[config.mk]
export PLATFORM = sky130hd
export DESIGN_NAME = gpio_bank_irq
export DESIGN_NICKNAME = d
export VERILOG_FILES = /design/src/rtl/gpio_bank_pkg.sv /design/src/rtl/gpio_bank_ctrl.sv /design/src/rtl/gpio_bank_datapath.sv /design/src/rtl/gpio_bank_irq.sv
export SDC_FILE = /design/constraint.sdc
export NUM_CORES = 1
export LEC_CHECK = 0
export BUFFER_PORTS_ARGS = -buffer_cell sky130_fd_sc_hd__buf_2
export CORE_MARGIN = 3
export CORE_UTILIZATION = 61
export DETAILED_ROUTE_END_ITERATION = 10
export GPL_TIMING_DRIVEN = 0
export PLACE_DENSITY_LB_ADDON = 0.3
export SYNTH_ARGS = -nofsm -noshare
export SYNTH_HDL_FRONTEND = slang
export SYNTH_SLANG_ARGS = --single-unit
[constraint.sdc]
create_clock -name clk -period 5 [get_ports clk]
set_clock_uncertainty 0.15 [all_clocks]
set_input_delay 0.75 -clock clk [delete_from_list [all_inputs] [get_ports clk]]
set_output_delay 0.75 -clock clk [all_outputs]
set_load 0.01 [all_outputs]
[src/rtl/gpio_bank_pkg.sv]
package gpio_bank_pkg;
  localparam int BUS_W  = 32;
  localparam int STRB_W = BUS_W / 8;
  localparam int SEL_W  = 3;

  typedef enum logic [SEL_W-1:0] {
    SEL_GLOBAL = 3'd0,
    SEL_LOC    = 3'd1,
    SEL_DATA   = 3'd2,
    SEL_DIR    = 3'd3,
    SEL_IEN    = 3'd4,
    SEL_MODE   = 3'd5,
    SEL_POL    = 3'd6,
    SEL_STAT   = 3'd7
  } regSel_e;

  typedef struct packed {
    logic              wrEn;
    regSel_e           wrSel;
    logic [BUS_W-1:0]  wrData;
    logic [STRB_W-1:0] wrStrb;
    regSel_e           rdSel;
  } busStrobe_t;

  function automatic logic [BUS_W-1:0] laneMerge(
    input logic [BUS_W-1:0]  oldVal,
    input logic [BUS_W-1:0]  newVal,
    input logic [STRB_W-1:0] strb
  );
    logic [BUS_W-1:0] res;
    res = oldVal;
    for (int b = 0; b < STRB_W; b++) begin
      if (strb[b]) res[b*8 +: 8] = newVal[b*8 +: 8];
    end
    return res;
  endfunction
endpackage

[src/rtl/gpio_bank_ctrl.sv]
module gpio_bank_ctrl
  import gpio_bank_pkg::*;
#(
  parameter int ADDR_W = 5
) (
  input  logic              clk,
  input  logic              rstN,
  input  logic [ADDR_W-1:0] awaddr,
  input  logic              awvalid,
  output logic              awready,
  input  logic [BUS_W-1:0]  wdata,
  input  logic [STRB_W-1:0] wstrb,
  input  logic              wvalid,
  output logic              wready,
  output logic              bvalid,
  input  logic              bready,
  input  logic [ADDR_W-1:0] araddr,
  input  logic              arvalid,
  output logic              arready,
  output logic [BUS_W-1:0]  rdata,
  output logic              rvalid,
  input  logic              rready,
  input  logic [BUS_W-1:0]  rdMux,
  output busStrobe_t        strobe
);
  logic wrFire;
  logic rdFire;
  wire  unusedAddr = &{1'b0, awaddr[1:0], araddr[1:0]};

  assign wrFire  = awvalid && wvalid && !bvalid;
  assign awready = wrFire;
  assign wready  = wrFire;
  assign arready = !rvalid;
  assign rdFire  = arvalid && !rvalid;

  always_comb begin
    strobe.wrEn   = wrFire;
    strobe.wrSel  = regSel_e'(awaddr[4:2]);
    strobe.wrData = wdata;
    strobe.wrStrb = wstrb;
    strobe.rdSel  = regSel_e'(araddr[4:2]);
  end

  always_ff @(posedge clk or negedge rstN) begin
    if (!rstN) begin
      bvalid <= 1'b0;
      rvalid <= 1'b0;
      rdata  <= '0;
    end else begin
      if (wrFire) bvalid <= 1'b1;
      else if (bready) bvalid <= 1'b0;
      if (rdFire) begin
        rvalid <= 1'b1;
        rdata  <= rdMux;
      end else if (rready) begin
        rvalid <= 1'b0;
      end
    end
  end

  p_bresp_held_r11: assert property (@(posedge clk) disable iff (!rstN)
    bvalid && !bready |=> bvalid);
  p_rdata_held_r11: assert property (@(posedge clk) disable iff (!rstN)
    rvalid && !rready |=> rvalid && $stable(rdata));
endmodule

[src/rtl/gpio_bank_datapath.sv]
module gpio_bank_datapath
  import gpio_bank_pkg::*;
#(
  parameter int NCH    = 28,
  parameter int SLOT_W = 5
) (
  input  logic              clk,
  input  logic              rstN,
  input  busStrobe_t        strobe,
  input  logic [SLOT_W-1:0] slotId,
  input  logic [NCH-1:0]    gpioIn,
  output logic [NCH-1:0]    gpioOut,
  output logic [NCH-1:0]    gpioOe,
  output logic [BUS_W-1:0]  rdMux,
  output logic              irq
);
  localparam int PAD_W = BUS_W - NCH;

  logic [NCH-1:0] metaQ, syncQ, prevQ;
  logic [NCH-1:0] outReg, dirReg, ienReg, modeReg, polReg, statReg;
  logic           gEn;
  logic [NCH-1:0] hitVec, eventVec, clrMask, dataView;
  logic           pending;

  function automatic logic [NCH-1:0] wrMerge(input logic [NCH-1:0] cur, input busStrobe_t s);
    logic [BUS_W-1:0] full;
    full = laneMerge({{PAD_W{1'b0}}, cur}, s.wrData, s.wrStrb);
    return full[NCH-1:0];
  endfunction

  always_ff @(posedge clk or negedge rstN) begin
    if (!rstN) begin
      metaQ <= '0;
      syncQ <= '0;
      prevQ <= '0;
    end else begin
      metaQ <= gpioIn;
      syncQ <= metaQ;
      prevQ <= syncQ;
    end
  end

  for (genvar c = 0; c < NCH; c++) begin : g_chan
    always_comb begin
      if (modeReg[c]) hitVec[c] = syncQ[c] ^ prevQ[c];
      else            hitVec[c] = ~(syncQ[c] ^ polReg[c]);
    end
  end

  assign eventVec = hitVec & ienReg;
  assign clrMask  = (strobe.wrEn && strobe.wrSel == SEL_STAT) ? wrMerge('0, strobe) : '0;

  always_ff @(posedge clk or negedge rstN) begin
    if (!rstN) begin
      outReg  <= '0;
      dirReg  <= '0;
      ienReg  <= '0;
      modeReg <= '0;
      polReg  <= '0;
      statReg <= '0;
      gEn     <= 1'b0;
    end else begin
      statReg <= (statReg & ~clrMask) | eventVec;
      if (strobe.wrEn) begin
        unique case (strobe.wrSel)
          SEL_GLOBAL: if (strobe.wrStrb[0]) gEn <= strobe.wrData[0];
          SEL_DATA:   outReg  <= wrMerge(outReg, strobe);
          SEL_DIR:    dirReg  <= wrMerge(dirReg, strobe);
          SEL_IEN:    ienReg  <= wrMerge(ienReg, strobe);
          SEL_MODE:   modeReg <= wrMerge(modeReg, strobe);
          SEL_POL:    polReg  <= wrMerge(polReg, strobe);
          default: ;
        endcase
      end
    end
  end

  assign pending  = |statReg;
  assign irq      = gEn & pending;
  assign gpioOut  = outReg;
  assign gpioOe   = dirReg;
  assign dataView = (dirReg & outReg) | (~dirReg & syncQ);

  always_comb begin
    unique case (strobe.rdSel)
      SEL_GLOBAL: rdMux = {{(BUS_W-2){1'b0}}, pending, gEn};
      SEL_LOC:    rdMux = {{(BUS_W-SLOT_W-3){1'b0}}, slotId, 3'b000};
      SEL_DATA:   rdMux = {{PAD_W{1'b0}}, dataView};
      SEL_DIR:    rdMux = {{PAD_W{1'b0}}, dirReg};
      SEL_IEN:    rdMux = {{PAD_W{1'b0}}, ienReg};
      SEL_MODE:   rdMux = {{PAD_W{1'b0}}, modeReg};
      SEL_POL:    rdMux = {{PAD_W{1'b0}}, polReg};
      default:    rdMux = {{PAD_W{1'b0}}, statReg};
    endcase
  end

  // A status bit may only rise for a channel that was enabled
  p_rise_enabled_r8: assert property (@(posedge clk) disable iff (!rstN)
    1'b1 |=> ((statReg & ~$past(statReg) & ~$past(ienReg)) == '0));
  // Change-mode rise needs a transition in the previous sample pair
  p_change_rise_r7: assert property (@(posedge clk) disable iff (!rstN)
    1'b1 |=> ((statReg & ~$past(statReg) & $past(modeReg) & ~$past(syncQ ^ prevQ)) == '0));
  // Level-mode rise needs input equal to polarity
  p_level_rise_r6: assert property (@(posedge clk) disable iff (!rstN)
    1'b1 |=> ((statReg & ~$past(statReg) & ~$past(modeReg) & $past(syncQ ^ polReg)) == '0));
  // A status bit only falls after a write to the status word
  p_fall_by_write_r9: assert property (@(posedge clk) disable iff (!rstN)
    ((~statReg & $past(statReg)) != '0) |-> $past(strobe.wrEn && strobe.wrSel == SEL_STAT));
endmodule

[src/rtl/gpio_bank_irq.sv]
module gpio_bank_irq
  import gpio_bank_pkg::*;
#(
  parameter int NCH    = 28,
  parameter int ADDR_W = 5,
  parameter int SLOT_W = 5
) (
  input  logic              clk,
  input  logic              rstN,
  input  logic [ADDR_W-1:0] awaddr,
  input  logic              awvalid,
  output logic              awready,
  input  logic [31:0]       wdata,
  input  logic [3:0]        wstrb,
  input  logic              wvalid,
  output logic              wready,
  output logic              bvalid,
  input  logic              bready,
  input  logic [ADDR_W-1:0] araddr,
  input  logic              arvalid,
  output logic              arready,
  output logic [31:0]       rdata,
  output logic              rvalid,
  input  logic              rready,
  input  logic [SLOT_W-1:0] slotId,
  input  logic [NCH-1:0]    gpioIn,
  output logic [NCH-1:0]    gpioOut,
  output logic [NCH-1:0]    gpioOe,
  output logic              irq
);
  busStrobe_t      strobe;
  logic [BUS_W-1:0] rdMux;

  gpio_bank_ctrl #(.ADDR_W(ADDR_W)) ctrl_i (
    .clk(clk), .rstN(rstN),
    .awaddr(awaddr), .awvalid(awvalid), .awready(awready),
    .wdata(wdata), .wstrb(wstrb), .wvalid(wvalid), .wready(wready),
    .bvalid(bvalid), .bready(bready),
    .araddr(araddr), .arvalid(arvalid), .arready(arready),
    .rdata(rdata), .rvalid(rvalid), .rready(rready),
    .rdMux(rdMux), .strobe(strobe)
  );

  gpio_bank_datapath #(.NCH(NCH), .SLOT_W(SLOT_W)) dp_i (
    .clk(clk), .rstN(rstN), .strobe(strobe), .slotId(slotId),
    .gpioIn(gpioIn), .gpioOut(gpioOut), .gpioOe(gpioOe),
    .rdMux(rdMux), .irq(irq)
  );
endmodule

==> Word-level counts from Yosys, hierarchy flattened <==
Index checks and enable logic that the tools add are counted.
{ "word_totals": {"regBits": 287, "input_bits": 86, "word_cells": 203} }
{ "op_classes": {"n_eq_ne": 12, "n_mux": 38, "bitwise": 93, "n_reduce_logical": 32} }
{ "op_table": {"columns": ["op", "n"], "rows": [
  ["$pmux W28 S7", 1],
  ["$and A28 B28 Y28", 4],
  ["$reduce_and A3 Y1", 21],
  ["$not A28 Y28", 2],
  ["$or A28 B28 Y28", 2],
  ["$xor A1 B1 Y1", 56],
  ["$mux W1", 32],
  ["$mux W28", 1],
  ["$not A1 Y1", 28],
  ["$reduce_or A28 Y1", 1],
  ["$mux W8", 3],
  ["$eq A3 B3 Y1 const B", 7],
  ["$eq A3 B2 Y1 const B", 4],
  ["$logic_not A3 Y1", 2],
  ["$logic_and A1 B1 Y1", 4],
  ["$mux W4", 1],
  ["$reduce_bool A2 Y1", 2],
  ["$eq A3 B1 Y1 const B", 1],
  ["$logic_not A1 Y1", 2],
  ["$and A1 B1 Y1", 1]
]} }

==> Longest topological paths before layout <==
{ "depth": {"ltp_word": 7, "depth_mapped": 8} }

==> Modules after synthesis <==
Synthesis repeated with hierarchy kept, for this count alone.
{ "hier_totals": {"hier_cells": 1004, "hier_area_um2": 12614.6} }
{ "modules_own_cells": {"columns": ["module", "instances", "cells_per_inst", "area_per_inst_um2", "seq_area_each_um2"], "rows": [
  ["gpio_bank_datapath", 1, 884, 10884.2, 6331.1],
  ["gpio_bank_ctrl", 1, 120, 1730.4, 850.8]
]} }

==> Worst setup path before layout <==
No wires, ideal clock.
{ "synth_path": {"path_type": "input to output", "from": "in awvalid", "to": "out wready", "t_arrival_ns": 1.356, "required_ns": 4.100, "path_slack_ns": 2.744, "cell_stages": 3, "cell_sequence": "nand2_1 > nor2_2 > buf_4"} }
{ "synth_between": {"elab_chain_len": 2} }
{ "synth_rtl": {"columns": ["element", "line", "text"], "rows": [
  ["start, declared", "gpio_bank_irq.sv:11", "input logic awvalid,"],
  ["$logic_and A1 B1 Y1 (2 in a row)", "gpio_bank_ctrl.sv:30", "assign wrFire = awvalid && wvalid && !bvalid;"],
  ["end, declared", "gpio_bank_irq.sv:16", "output logic wready,"]
]} }
Every way passes these cells.

==> Worst setup path in the final report <==
{ "layout_path": {"from": "reg dp_i.statReg[20]", "to": "out irq"} }
{ "layout_between": {"elab_chain_len": 2} }
{ "layout_rtl": {"columns": ["element", "line", "text"], "rows": [
  ["start, declared", "gpio_bank_datapath.sv:20", "logic [NCH-1:0] outReg, dirReg, ienReg, modeReg, polReg, statReg;"],
  ["start signal, assigned", "gpio_bank_datapath.sv:63", "statReg <= (statReg & ~clrMask) | eventVec;"],
  ["$reduce_or A28 Y1", "gpio_bank_datapath.sv:78", "assign pending = |statReg;"],
  ["$and A1 B1 Y1", "gpio_bank_datapath.sv:79", "assign irq = gEn & pending;"],
  ["end, declared", "gpio_bank_irq.sv:29", "output logic irq"]
]} }
Every way passes these cells.

==> results.yml <==
critical_path:
  cp-end-kind: "output port"
  crit_type: "reg -> out"
  arrival_ns: 2.19
  startpoint_type: "register"
  path_max_fanout: 3
  crit_required_ns: 4.10
logic_synthesis:
  synth-seq-cells: 283
  yosysMostFrequentCell: "dfrtp_1"
  async_flop_share_pct: 100
  syn_inst: 946
  avgSynthCellArea_um2: 12.5
  synth_ff_type: "dfrtp_1"
  synthTopCellsByArea: "dfrtp_1 60%, mux2_2 14%, mux2i_1 3.4%, nand2_1 2.9%, o21ai_0 2.8%"
  ys_warn_count: 0
  yosysTopAreaCell: "dfrtp_1"
  ys_top_cells_by_count: "283 x dfrtp_1, 142 x mux2_2, 92 x nand2_1"
  yosysSeqAreaShare_pct: 59.8
  synth.distinct_cells: 43
  synth_edf_count: 0
  syn-cell-area_um2: 11800
  synth.top_cell.area_share_pct: 59.8
drt:
  drtIter0Drc: 890
  vias: 8814
  drc: 0
  detail-route-antenna-nets: 0
  wl_per_cell_um: 22.7
  firstDrtPassIters: 6
  wirelength_mm: 32.4
  via_per_inst: 6.16
run_status:
  status: "complete, no violations"
sta:
  max_freq_ghz: 0.324
  hold_violations: 0
  tightest_slew_ns: 0.949
  rsz0062_at_grt: "no"
  finalMaxSlewViolations: 0
  setup_viol: 0
  fin_crit_ns: 3.09
  period_share_pct: 61.8
  slew_headroom_pct: 36.7
placement:
  routabilityCongestion: 0.913
  post-place-cells: 1377
  dpl-instance-area_um2: 13100
  dp_hpwl_mm: 21.4
  numPortBuffers: 166
layout:
  area_growth_syn_to_layout_pct: 18.4
  drive_gt1_share_pct: 33.5
  fin_area_um2: 14000
  nets: 1235
  stdcell_count: 1431
die:
  die_w_um: 145
  die_h_um: 145
  die_area_um2: 21100
  ios: 180
  start_util_pct: 62.7
  core_um2: 18900
  rows: 50
global_routing:
  grt_remaining_overflow: 0
  first_global_vias: 8792
  antenna_found_initial: 1
  grt_pass1_wl_mm: 50.2
  grt_usage_pct: 30.4
  grt_max_degree: 124
clock_network:
  cts_tree: "yes"
  cts_root_buf: "clkbuf_16"
  insertion_delay_ns: 0.55
  htree_levels: 1
  clockBufferDepth: 3
  ctsResizeCount: 0
  tritoncts.num_buffers: 29
  cts_sinks: 283
  clkTransAtPathRegs_ns: 0.06
power:
  power_density_nw_per_um2: 434
  power.leakage_nw: 6.53
  irDropWorstVdd_v: 0.000308
hold_path:
  hp-class: "in -> reg"
job:
  cap_violations: 0
[cell type report]
class | instances | area, µm²
multi-input combinational | 623 | 4560
inverter | 4 | 15.0
tap | 260 | 325
fill | 1313 | 4880
clock buffer | 46 | 870
clock inverter | 6 | 61.3
timing repair buffer | 169 | 906
antenna | 1 | 2.50
sequential | 283 | 7080
buffer | 39 | 195
[placed cells by master, fill, tap and decap left out, drive strengths merged, types with 28 or more instances in the layout]
master	n
clkbuf	68
buf	185
dfrtp	283
xnor2	28
a22o	28
a21oi	58
mux2i	40
nand2	92
o21ai	75
nor2	56
mux2	142
[repair_timing]
action	in CTS	in global routing
endpoints found under the setup margin	0	0
buffers inserted	0	0
hold endpoints to repair	50	0
hold buffers	1	0
[power breakdown]
group / leakage (nW) / switching, mW / internal, mW
Combinational: 2.60 / 0.512 / 0.504
Clock: 0.456 / 0.870 / 1.23
Sequential: 3.47 / 0.319 / 2.64
Total: 6.53 / 1.70 / 4.38
[state kept, by name (all words and copies together), names as in the netlist]
name,cells
ctrl_i.rdata,28
dp_i.gpioOe,28
dp_i.gpioOut,28
dp_i.ienReg,28
dp_i.metaQ,28
dp_i.modeReg,28
dp_i.polReg,28
dp_i.prevQ,28
dp_i.statReg,28
dp_i.syncQ,28
ctrl_i.bvalid,1
ctrl_i.rvalid,1
dp_i.gEn,1
[routing by layer]
metal  global-route usage [%]  vias up  wire length [µm]
met5                        0        -                20
met4                     13.1        2              1490
met1                     42.3     4390             12700
met2                     47.0      490             15000
li1                         -     3818                 -
met3                     6.65      114              3230
[path summary, 6_finish.rpt]
check / endpoint / from / slack, ns / cells after the start
setup reg to reg: ctrl_i.rdata[8] / ctrl_i.rvalid / 2.62 / 5
hold reg to reg: dp_i.syncQ[21] / dp_i.metaQ[21] / 0.20 / 0
max in group asynchronous: dp_i.statReg[18] / rstN / 3.20 / 3
setup / recovery: irq / dp_i.statReg[20] / 1.91 / 4
hold / removal: dp_i.metaQ[8] / gpioIn[8] / 0.15 / 1
min in group asynchronous: dp_i.metaQ[6] / rstN / 0.55 / 2
[stage by stage]
stage | TNS [ns] | total power [mW] | utilization (%) | hold WS (ns) | setup WS [ns]
6_report | 0 | 6.08 | 74.2 | 0.152 | 1.91
5_1_grt | 0 | 6.33 | 74.2 | 0.140 | 1.88
4_1_cts | 0 | 6.08 | 74.2 | 0.141 | 1.95
3_5_place_dp | 0 | 3.99 | 69.2 | 0.185 | 2.27
3_3_place_gp | -563.64 | 3.93 | 68.8 | 0.182 | -2.02
2_1_floorplan | 0 | 3.53 | - | 0.181 | 2.74
[worst max-delay path, stage by stage (launching register included)]
cell,delay (ns)
dfrtp_1,0.42
nor4_1,0.52
nand4_1,0.28
o21a_1,0.28
buf_2,0.15
[cells by family (layout without fill, tap and decap cells)]
kind of cell,count (synthesis),after routing,synth area share [%]
AO/OA/AOI/OAI,209,209,10.7
XOR/XNOR,28,28,2.07
buffers and inverters,43,264,1.78
flip-flops,283,283,59.8
multiplexers,186,186,17.7
other,1,5,0.0317
AND/OR/NAND/NOR,196,196,7.91
(Power assumes the default switching activity.)
